===== src/rtl/gpio_pkg.sv =====
package gpio_pkg;
  localparam int REG_AW = 3;

  typedef enum logic [REG_AW-1:0] {
    REG_FUNC  = 3'd0,
    REG_DIR   = 3'd1,
    REG_DATA  = 3'd2,
    REG_LEVEL = 3'd3,
    REG_STAT  = 3'd4,
    REG_NMIEN = 3'd5
  } reg_sel_e;
endpackage


===== src/rtl/gpio_sync.sv =====
module gpio_sync #(
  parameter int W      = 32,
  parameter int STAGES = 2
) (
  input  logic         clk,
  input  logic         rst,
  input  logic [W-1:0] d,
  output logic [W-1:0] q
);
  logic [W-1:0] stg [STAGES];

  generate
    for (genvar s = 0; s < STAGES; s++) begin : g_stage
      if (s == 0) begin : g_first
        always_ff @(posedge clk) begin
          if (rst) stg[s] <= '0;
          else     stg[s] <= d;
        end
      end else begin : g_next
        always_ff @(posedge clk) begin
          if (rst) stg[s] <= '0;
          else     stg[s] <= stg[s-1];
        end
      end
    end
  endgenerate

  assign q = stg[STAGES-1];
endmodule


===== src/rtl/gpio_regs.sv =====
module gpio_regs
  import gpio_pkg::*;
#(
  parameter int W = 32
) (
  input  logic              clk,
  input  logic              rst,
  input  logic              wr,
  input  logic              rd,
  input  logic [REG_AW-1:0] addr,
  input  logic [W-1:0]      wdata,
  input  logic [W-1:0]      pin_val,
  input  logic [W-1:0]      status,
  output logic [W-1:0]      func_q,
  output logic [W-1:0]      dir_q,
  output logic [W-1:0]      dout_q,
  output logic [W-1:0]      level_q,
  output logic [W-1:0]      nmien_q,
  output logic              stat_wr,
  output logic [W-1:0]      rdata
);
  logic [W-1:0] rd_mux;

  always_ff @(posedge clk) begin
    if (rst) begin
      func_q  <= '0;
      dir_q   <= '0;
      dout_q  <= '0;
      level_q <= '0;
      nmien_q <= '0;
    end else if (wr) begin
      case (addr)
        REG_FUNC:  func_q  <= wdata;
        REG_DIR:   dir_q   <= wdata;
        REG_DATA:  dout_q  <= wdata;
        REG_LEVEL: level_q <= wdata;
        REG_NMIEN: nmien_q <= wdata;
        default: ;
      endcase
    end
  end

  assign stat_wr = wr && (addr == REG_STAT);

  always_comb begin
    case (addr)
      REG_FUNC:  rd_mux = func_q;
      REG_DIR:   rd_mux = dir_q;
      REG_DATA:  rd_mux = pin_val;
      REG_LEVEL: rd_mux = level_q;
      REG_STAT:  rd_mux = status;
      REG_NMIEN: rd_mux = nmien_q;
      default:   rd_mux = '0;
    endcase
  end

  always_ff @(posedge clk) begin
    if (rst)     rdata <= '0;
    else if (rd) rdata <= rd_mux;
  end
endmodule


===== src/rtl/gpio_irq.sv =====
module gpio_irq #(
  parameter int W = 32
) (
  input  logic         clk,
  input  logic         rst,
  input  logic [W-1:0] pin_val,
  input  logic [W-1:0] level,
  input  logic         stat_wr,
  input  logic [W-1:0] wdata,
  input  logic [W-1:0] nmien,
  output logic [W-1:0] status,
  output logic         irq,
  output logic         nmi
);
  logic [W-1:0] hit;
  logic [W-1:0] keep;

  assign hit  = ~(pin_val ^ level);
  assign keep = stat_wr ? (status & wdata) : status;

  always_ff @(posedge clk) begin
    if (rst) begin
      status <= '0;
      irq    <= 1'b0;
      nmi    <= 1'b0;
    end else begin
      status <= keep | hit;
      irq    <= |(status & ~nmien);
      nmi    <= |(status & nmien);
    end
  end
endmodule


===== src/rtl/gpio_ctrl.sv =====
module gpio_ctrl
  import gpio_pkg::*;
#(
  parameter int NPINS       = 32,
  parameter int SYNC_STAGES = 2
) (
  input  logic              clk,
  input  logic              rst,
  input  logic              bus_wr,
  input  logic              bus_rd,
  input  logic [REG_AW-1:0] bus_addr,
  input  logic [NPINS-1:0]  bus_wdata,
  output logic [NPINS-1:0]  bus_rdata,
  input  logic [NPINS-1:0]  pin_in,
  output logic [NPINS-1:0]  pin_out,
  output logic [NPINS-1:0]  pin_oe,
  input  logic [NPINS-1:0]  alt_out,
  input  logic [NPINS-1:0]  alt_oe,
  output logic [NPINS-1:0]  alt_in,
  output logic              irq,
  output logic              nmi
);
  logic [NPINS-1:0] sync_q;
  logic [NPINS-1:0] func_q, dir_q, dout_q, level_q, nmien_q;
  logic [NPINS-1:0] status, pin_val, gp_drive;
  logic             stat_wr;

  gpio_sync #(.W(NPINS), .STAGES(SYNC_STAGES)) u_sync (
    .clk(clk), .rst(rst), .d(pin_in), .q(sync_q)
  );

  assign gp_drive = dir_q & ~func_q;
  assign pin_val  = (gp_drive & dout_q) | (~gp_drive & sync_q);

  gpio_regs #(.W(NPINS)) u_regs (
    .clk(clk), .rst(rst), .wr(bus_wr), .rd(bus_rd), .addr(bus_addr),
    .wdata(bus_wdata), .pin_val(pin_val), .status(status),
    .func_q(func_q), .dir_q(dir_q), .dout_q(dout_q), .level_q(level_q),
    .nmien_q(nmien_q), .stat_wr(stat_wr), .rdata(bus_rdata)
  );

  gpio_irq #(.W(NPINS)) u_irq (
    .clk(clk), .rst(rst), .pin_val(pin_val), .level(level_q),
    .stat_wr(stat_wr), .wdata(bus_wdata), .nmien(nmien_q),
    .status(status), .irq(irq), .nmi(nmi)
  );

  always_ff @(posedge clk) begin
    if (rst) begin
      pin_out <= '0;
      pin_oe  <= '0;
    end else begin
      pin_out <= (func_q & alt_out) | (~func_q & dout_q);
      pin_oe  <= (func_q & alt_oe)  | (~func_q & dir_q);
    end
  end

  assign alt_in = pin_in;
endmodule


===== config.mk =====
export PLATFORM = sky130hd
export DESIGN_NAME = gpio_ctrl
export DESIGN_NICKNAME = d
export VERILOG_FILES = /design/src/rtl/gpio_pkg.sv /design/src/rtl/gpio_sync.sv /design/src/rtl/gpio_regs.sv /design/src/rtl/gpio_irq.sv /design/src/rtl/gpio_ctrl.sv
export SDC_FILE = /design/constraint.sdc
export NUM_CORES = 1
export LEC_CHECK = 0
export BUFFER_PORTS_ARGS = -buffer_cell sky130_fd_sc_hd__clkbuf_2
export CAP_MARGIN = 20
export CORE_MARGIN = 8
export CORE_UTILIZATION = 37
export CTS_CLUSTER_SIZE = 12
export DETAILED_ROUTE_END_ITERATION = 7
export PLACE_DENSITY = 0.68
export SLEW_MARGIN = 20
export SYNTH_ARGS = -nofsm -noshare
export SYNTH_HDL_FRONTEND = slang
export SYNTH_SLANG_ARGS = --single-unit

===== constraint.sdc =====
create_clock -name clk -period 2.1 [get_ports clk]
set_clock_uncertainty 0.2 [all_clocks]
set_input_delay 0.315 -clock clk [delete_from_list [all_inputs] [get_ports clk]]
set_output_delay 0.315 -clock clk [all_outputs]
set_load 0.02 [all_outputs]

# ---- Word level (Yosys, flattened, before mapping)
# Memory sizes are Yosys's and may differ from the RTL's.
# Cells that the tools add are included.
dict set report word_totals {
  n_memories 1
  reg_bits 290
  in_bits 135
  ram_bits 64
  word_cells 53
  output_inout_bits 130
}
# name words word_bits rd rd_ports_with_merged_regs wr line_no
set memory_table {}
lappend memory_table {u_sync.stg 2 32 2 0 2 gpio_sync.sv:10} ;# logic [W-1:0] stg [STAGES];
dict set report classes {
  bitwise 20
  reduce_logical 9
  muxes 7
  eq_ne 5
}
# op count
set ops {}
lappend ops {{AND 32 bit} 9}
lappend ops {{one-hot mux 32 bit (6 select lines)} 1}
lappend ops {{NOT 32 bit} 4}
lappend ops {{bitwise OR 32 bit} 4}
lappend ops {{two-way mux 32 bit} 3}
lappend ops {{OR reduction 32 bit} 2}
lappend ops {{XOR 32 bit} 1}
lappend ops {{AND reduction 2 bit} 5}
lappend ops {{== test 3 x 2 -> 1 bit (second input constant)} 2}
lappend ops {{== test 3 bit (second input constant)} 2}
lappend ops {{== test 3 x 1 -> 1 bit (second input constant)} 1}
lappend ops {{logical NOT 3 bit} 1}
lappend ops {{two-way mux 1 bit} 3}
lappend ops {{bitwise OR 1 bit} 2}
lappend ops {{logical AND 1 bit} 1}

# ---- Depth between registers and ports, before layout
dict set report depth {
  word_depth 8
  depth_mapped 7
  mapped_depth_nobuf 4
}

# ---- By module
# A second synthesis with hierarchy kept.
dict set report hier_totals {
  hier_cells 1667
  hier_area_um2 15043.2
}
# mod cells_each instances area_per_inst_um2 seq_area_each_um2
set by_module_without_submodules {}
lappend by_module_without_submodules {gpio_regs 1024 1 8196.6 3843.7}
lappend by_module_without_submodules {gpio_ctrl 295 1 3198.1 1281.2}
lappend by_module_without_submodules {gpio_sync 135 1 1918.1 1281.2}
lappend by_module_without_submodules {gpio_irq 213 1 1730.4 680.7}

# ---- Worst setup path after synthesis
# Ideal clock, no wire load.
dict set report synth_timing {
  path_type {register to register}
  startpoint {reg u_regs.func_q[30]}
  endpoint {reg u_regs.rdata[30]}
  slack_ns 0.538
  path_buffers 0
  t_required_ns 1.763
  setup_ns 0.137
  stages_incl_launch_ff 5
  period_less_slack_ns 1.562
  arrival_ns 1.226
  cell_sequence {dfxtp_1 -> nand2b_1 -> mux2_2 -> a221oi_1 -> a311oi_1}
}
dict set report synth_between {
  elab_chain_cells 6
  word_cells_on_any_way 7
  classes_between {mux: 1; bitwise: 6}
}
# item line_no
set synth_rtl {}
lappend synth_rtl {{start: declaration} gpio_regs.sv:14} ;# output logic [W-1:0] func_q,
lappend synth_rtl {{start signal: assignment} gpio_regs.sv:33} ;# REG_FUNC: func_q <= wdata;
lappend synth_rtl {{NOT 32 bit} gpio_ctrl.sv:32} ;# assign gp_drive = dir_q & ~func_q;
lappend synth_rtl {{AND 32 bit} gpio_ctrl.sv:32}
lappend synth_rtl {{NOT 32 bit} gpio_ctrl.sv:33} ;# assign pin_val = (gp_drive & dout_q) | (~gp_drive & sync_q);
lappend synth_rtl {{AND 32 bit} gpio_ctrl.sv:33}
lappend synth_rtl {{bitwise OR 32 bit} gpio_ctrl.sv:33}
lappend synth_rtl {{one-hot mux 32 bit (6 select lines) *} gpio_regs.sv:46} ;# case (addr)
lappend synth_rtl {{end signal: assignment} gpio_regs.sv:59} ;# else if (rd) rdata <= rd_mux;
lappend synth_rtl {{end: declaration} gpio_regs.sv:20} ;# output logic [W-1:0] rdata
# Mark *: on every way between the ends. The rest lies on a longest branch, timed or not.
# A chain may end at the register's enable or synchronous reset.

# ---- Final worst setup path
dict set report layout_timing {
  startpoint {reg u_regs.func_q[7]}
  endpoint {reg u_regs.rdata[7]}
}
# The elaborated chain is that of the path after synthesis.

==> flow_metrics.env <==
export IMPL_worst_ep_arrival_time_ps=2010
export IMPL_synth_seq_cells=354
export IMPL_diodes=0
export IMPL_cts_tree="built"
export IMPL_grt_use_met2_pct=34.1
export IMPL_yosys_warnings=0
export IMPL_setup_viol_count_final=0
export IMPL_wl_per_cell_um=18.4
export IMPL_cts_max_path_buffers=3
export IMPL_syn_area_per_cell_um2=8.72
export IMPL_fin_crit_sh_pct=85.4
export IMPL_crit_path_cell_trace="nand2b_1 -> mux2_2 -> a221oi_1 -> a311oi_1"
export IMPL_io_pins=265
export IMPL_htreeDepth=2
export IMPL_clk_pin_slew_worst_paths_ps=60
export IMPL_start_util_pct=37.5
export IMPL_seqCellArea_mm2=0.00709
export IMPL_grt_use_met3_pct=4.94
export IMPL_die_y_um=209
export IMPL_drv_slew=0
export IMPL_drt_initial_drc_count=943
export IMPL_top_usage_layer="met2"
export IMPL_worst_pin_slew_ps=547
export IMPL_num_rows=70
export IMPL_synthToLayoutAreaGrowth_pct=31.4
export IMPL_powerDensity_mw_per_mm2=847
export IMPL_grt_setup_unrepaired="no"
export IMPL_firstDrtPassIters=5
export IMPL_cts_resized=0
export IMPL_crit_type="register to register"
export IMPL_place_congestion=0.817
export IMPL_syn_nets=1711
export IMPL_post_cts_setup_buffers=0
export IMPL_clockRootBuffer="clkbuf_16"
export IMPL_vias=12500
export IMPL_grt_max_degree=89
export IMPL_fin_ws_ps=306
export IMPL_cts_sinks=354
export IMPL_vdd_drop_max_mv=0.529
export IMPL_overflow=0
export IMPL_slowest_stage="dfxtp_1"
export IMPL_multi_input_area_mm2=0.00588
export IMPL_worstPathRequired_ps=2310
export IMPL_grt_pass1_wl_mm=70.8
export IMPL_grt_pass1_vias=12800
export IMPL_total_power_mw=15.3
export IMPL_hold_class="input port to register"
export IMPL_antenna_found_initial=0
export IMPL_finalHoldViolCount=0
export IMPL_numCtsBuffers=39
export IMPL_grt_util_met1_pct=24.5
export IMPL_finalSetupTns_ps=0
export IMPL_p_leak_nw=7.13
export IMPL_path_max_fanout=5
export IMPL_dieWidth_um=209
export IMPL_antenna_left=0
export IMPL_synthDistinctLibCells=26
export IMPL_totalWireLength_mm=44.3
export IMPL_crit_path_max_incr_delay_ps=460
export IMPL_max_freq_ghz=0.557
export IMPL_drive_gt1_share_pct=20.3
export IMPL_syn_cell_area_mm2=0.0137
export IMPL_final_cells=2405
export IMPL_period_minus_slack_ps=1790
export IMPL_cp_end_kind="register"
export IMPL_nFillCells=3352
export IMPL_ys_seq_area_share_pct=51.6
export IMPL_track_usage_pct=19.9
export IMPL_io_buffers=264
export IMPL_die_area_mm2=0.0436
export IMPL_max_cap_viol_count=0
export IMPL_dp_cells=2205
export IMPL_cp_start_kind="register"
export IMPL_status="complete, no violations"
export IMPL_maxSlewHeadroom_pct=63.5
export IMPL_insertion_delay_ps=550
export IMPL_nNetsFinal=2044
export IMPL_place_hpwl_mm=29.3
export IMPL_syn_inst=1576
export IMPL_drc_errors=0
export IMPL_vias_per_cell=5.22
export IMPL_final_util_pct=49.3
export IMPL_place_ws_ps=225
export IMPL_core_area_mm2=0.0366
[metal layers]
layer	vias to the layer above	wire, um
li1	6054	-
met1	5961	19000
met2	469	21400
met3	65	3100
met4	0	879
met5	-	0
[state kept, by name, indices dropped and copies added, names as in the netlist]
name / count
u_regs.rdata: 32
pin_out: 32
u_sync.stg: 64
u_irq.status: 32
u_regs.dir_q: 32
u_irq.irq: 1
u_regs.dout_q: 32
u_regs.level_q: 32
pin_oe: 32
u_regs.nmien_q: 32
u_irq.nmi: 1
u_regs.func_q: 32
[metrics by stage]
stage	hold slack, ps	instance area, um^2
5_1_grt	211	18100
6_report	219	18100
2_1_floorplan	214	13700
4_1_cts	176	18100
3_3_place_gp	217	15500
3_5_place_dp	223	15500
[path summary, 6_finish.rpt]
path / from / to / slack [ps] / cells after the start
worst min register to register: u_sync.stg[0][6] / u_sync.stg[1][6] / 240 / 1
worst max-delay path: u_regs.func_q[7] / u_regs.rdata[7] / 310 / 4
worst max register to register: u_regs.func_q[7] / u_regs.rdata[7] / 310 / 4
worst min-delay path: bus_rd / u_regs.rdata[23] / 220 / 4
[cells in the mapped netlist]
master | instances | area share, %
nand2_1 | 358 | 9.8
clkbuf_1 | 66 | 1.8
nand2b_1 | 32 | 1.5
nand4_1 | 4 | 0.18
o22ai_1 | 16 | 0.73
nor2b_1 | 64 | 2.9
nor3b_2 | 3 | 0.27
a21oi_1 | 224 | 8.2
nor2_1 | 65 | 1.8
and3b_1 | 2 | 0.13
o21ai_0 | 32 | 1.2
and2_1 | 5 | 0.23
buf_2 | 32 | 1.2
nor3_2 | 1 | 0.073
a311oi_1 | 32 | 2.0
mux2_2 | 32 | 2.6
a41oi_1 | 1 | 0.064
nor4_1 | 5 | 0.23
buf_4 | 32 | 1.7
mux2i_1 | 32 | 2.3
inv_1 | 33 | 0.90
dfxtp_1 | 354 | 52
a221oi_1 | 32 | 2.0
buf_1 | 7 | 0.19
a22oi_1 | 80 | 4.4
xor2_1 | 32 | 2.0
[power by group]
group | leakage, nW | switching (mW) | internal (mW) | total, mW
logic | 3.60 | 0.781 | 0.603 | 1.38
registers | 2.89 | 0.177 | 6.95 | 7.12
clock network | 0.632 | 2.73 | 4.06 | 6.78
total | 7.13 | 3.69 | 11.6 | 15.3
[critical path: cells and delay by family (launching register included)]
family,cells,cell delay (ps)
AOI/OAI and AO/OA,2,410
muxes,1,390
and+or+nand+nor,1,200
DFF,1,460
[cells in the final DEF (no fill, tap or decap), types with 2 or more instances in the layout]
| cell type | synthesis | final |
|---|---|---|
| nand2_1 | 358 | 358 |
| dfxtp_1 | 354 | 354 |
| clkbuf_2 | 0 | 263 |
| a21oi_1 | 224 | 224 |
| dlygate4sd3_1 | 0 | 131 |
| a22oi_1 | 80 | 80 |
| nor2_1 | 65 | 65 |
| nor2b_1 | 64 | 64 |
| clkbuf_16 | 0 | 41 |
| inv_1 | 33 | 33 |
| o21ai_0 | 32 | 32 |
| xor2_1 | 32 | 32 |
| mux2i_1 | 32 | 32 |
| nand2b_1 | 32 | 32 |
| mux2_2 | 32 | 32 |
| a221oi_1 | 32 | 32 |
| a311oi_1 | 32 | 32 |
| buf_4 | 32 | 18 |
| o22ai_1 | 16 | 16 |
| buf_12 | 0 | 16 |
| clkbuf_8 | 0 | 14 |
| clkbuf_1 | 66 | 9 |
| and2_1 | 5 | 5 |
| nor4_1 | 5 | 5 |
| nand4_1 | 4 | 4 |
| clkinv_2 | 0 | 4 |
| nor3b_4 | 0 | 3 |
| and3b_1 | 2 | 2 |
[cell type report]
cell class              count  area share [%]
well taps                 468            3.24
repair buffers            429            17.2
clock inverters             5           0.152
flip-flops and latches    354            39.3
multi-input cells        1052            32.6
clock buffers              64            6.94
inverters                  33           0.686
[cells by family after synthesis]
kind of cell	after synthesis	share of synthesized area (%)
flip-flops	354	51.6
XOR/XNOR	32	2.04
buffers and inverters	170	5.81
AND/OR/NAND/NOR	539	17.0
multiplexers	64	4.95
AO/OA/AOI/OAI	417	18.6
[what timing repair did]
| item | CTS | global route |
|---|---|---|
| endpoints found under the setup margin | 0 | 0 |
| hold buffers | 131 | 0 |
| endpoints found under the hold margin | 294 | 0 |
(Power assumes the default switching activity.)
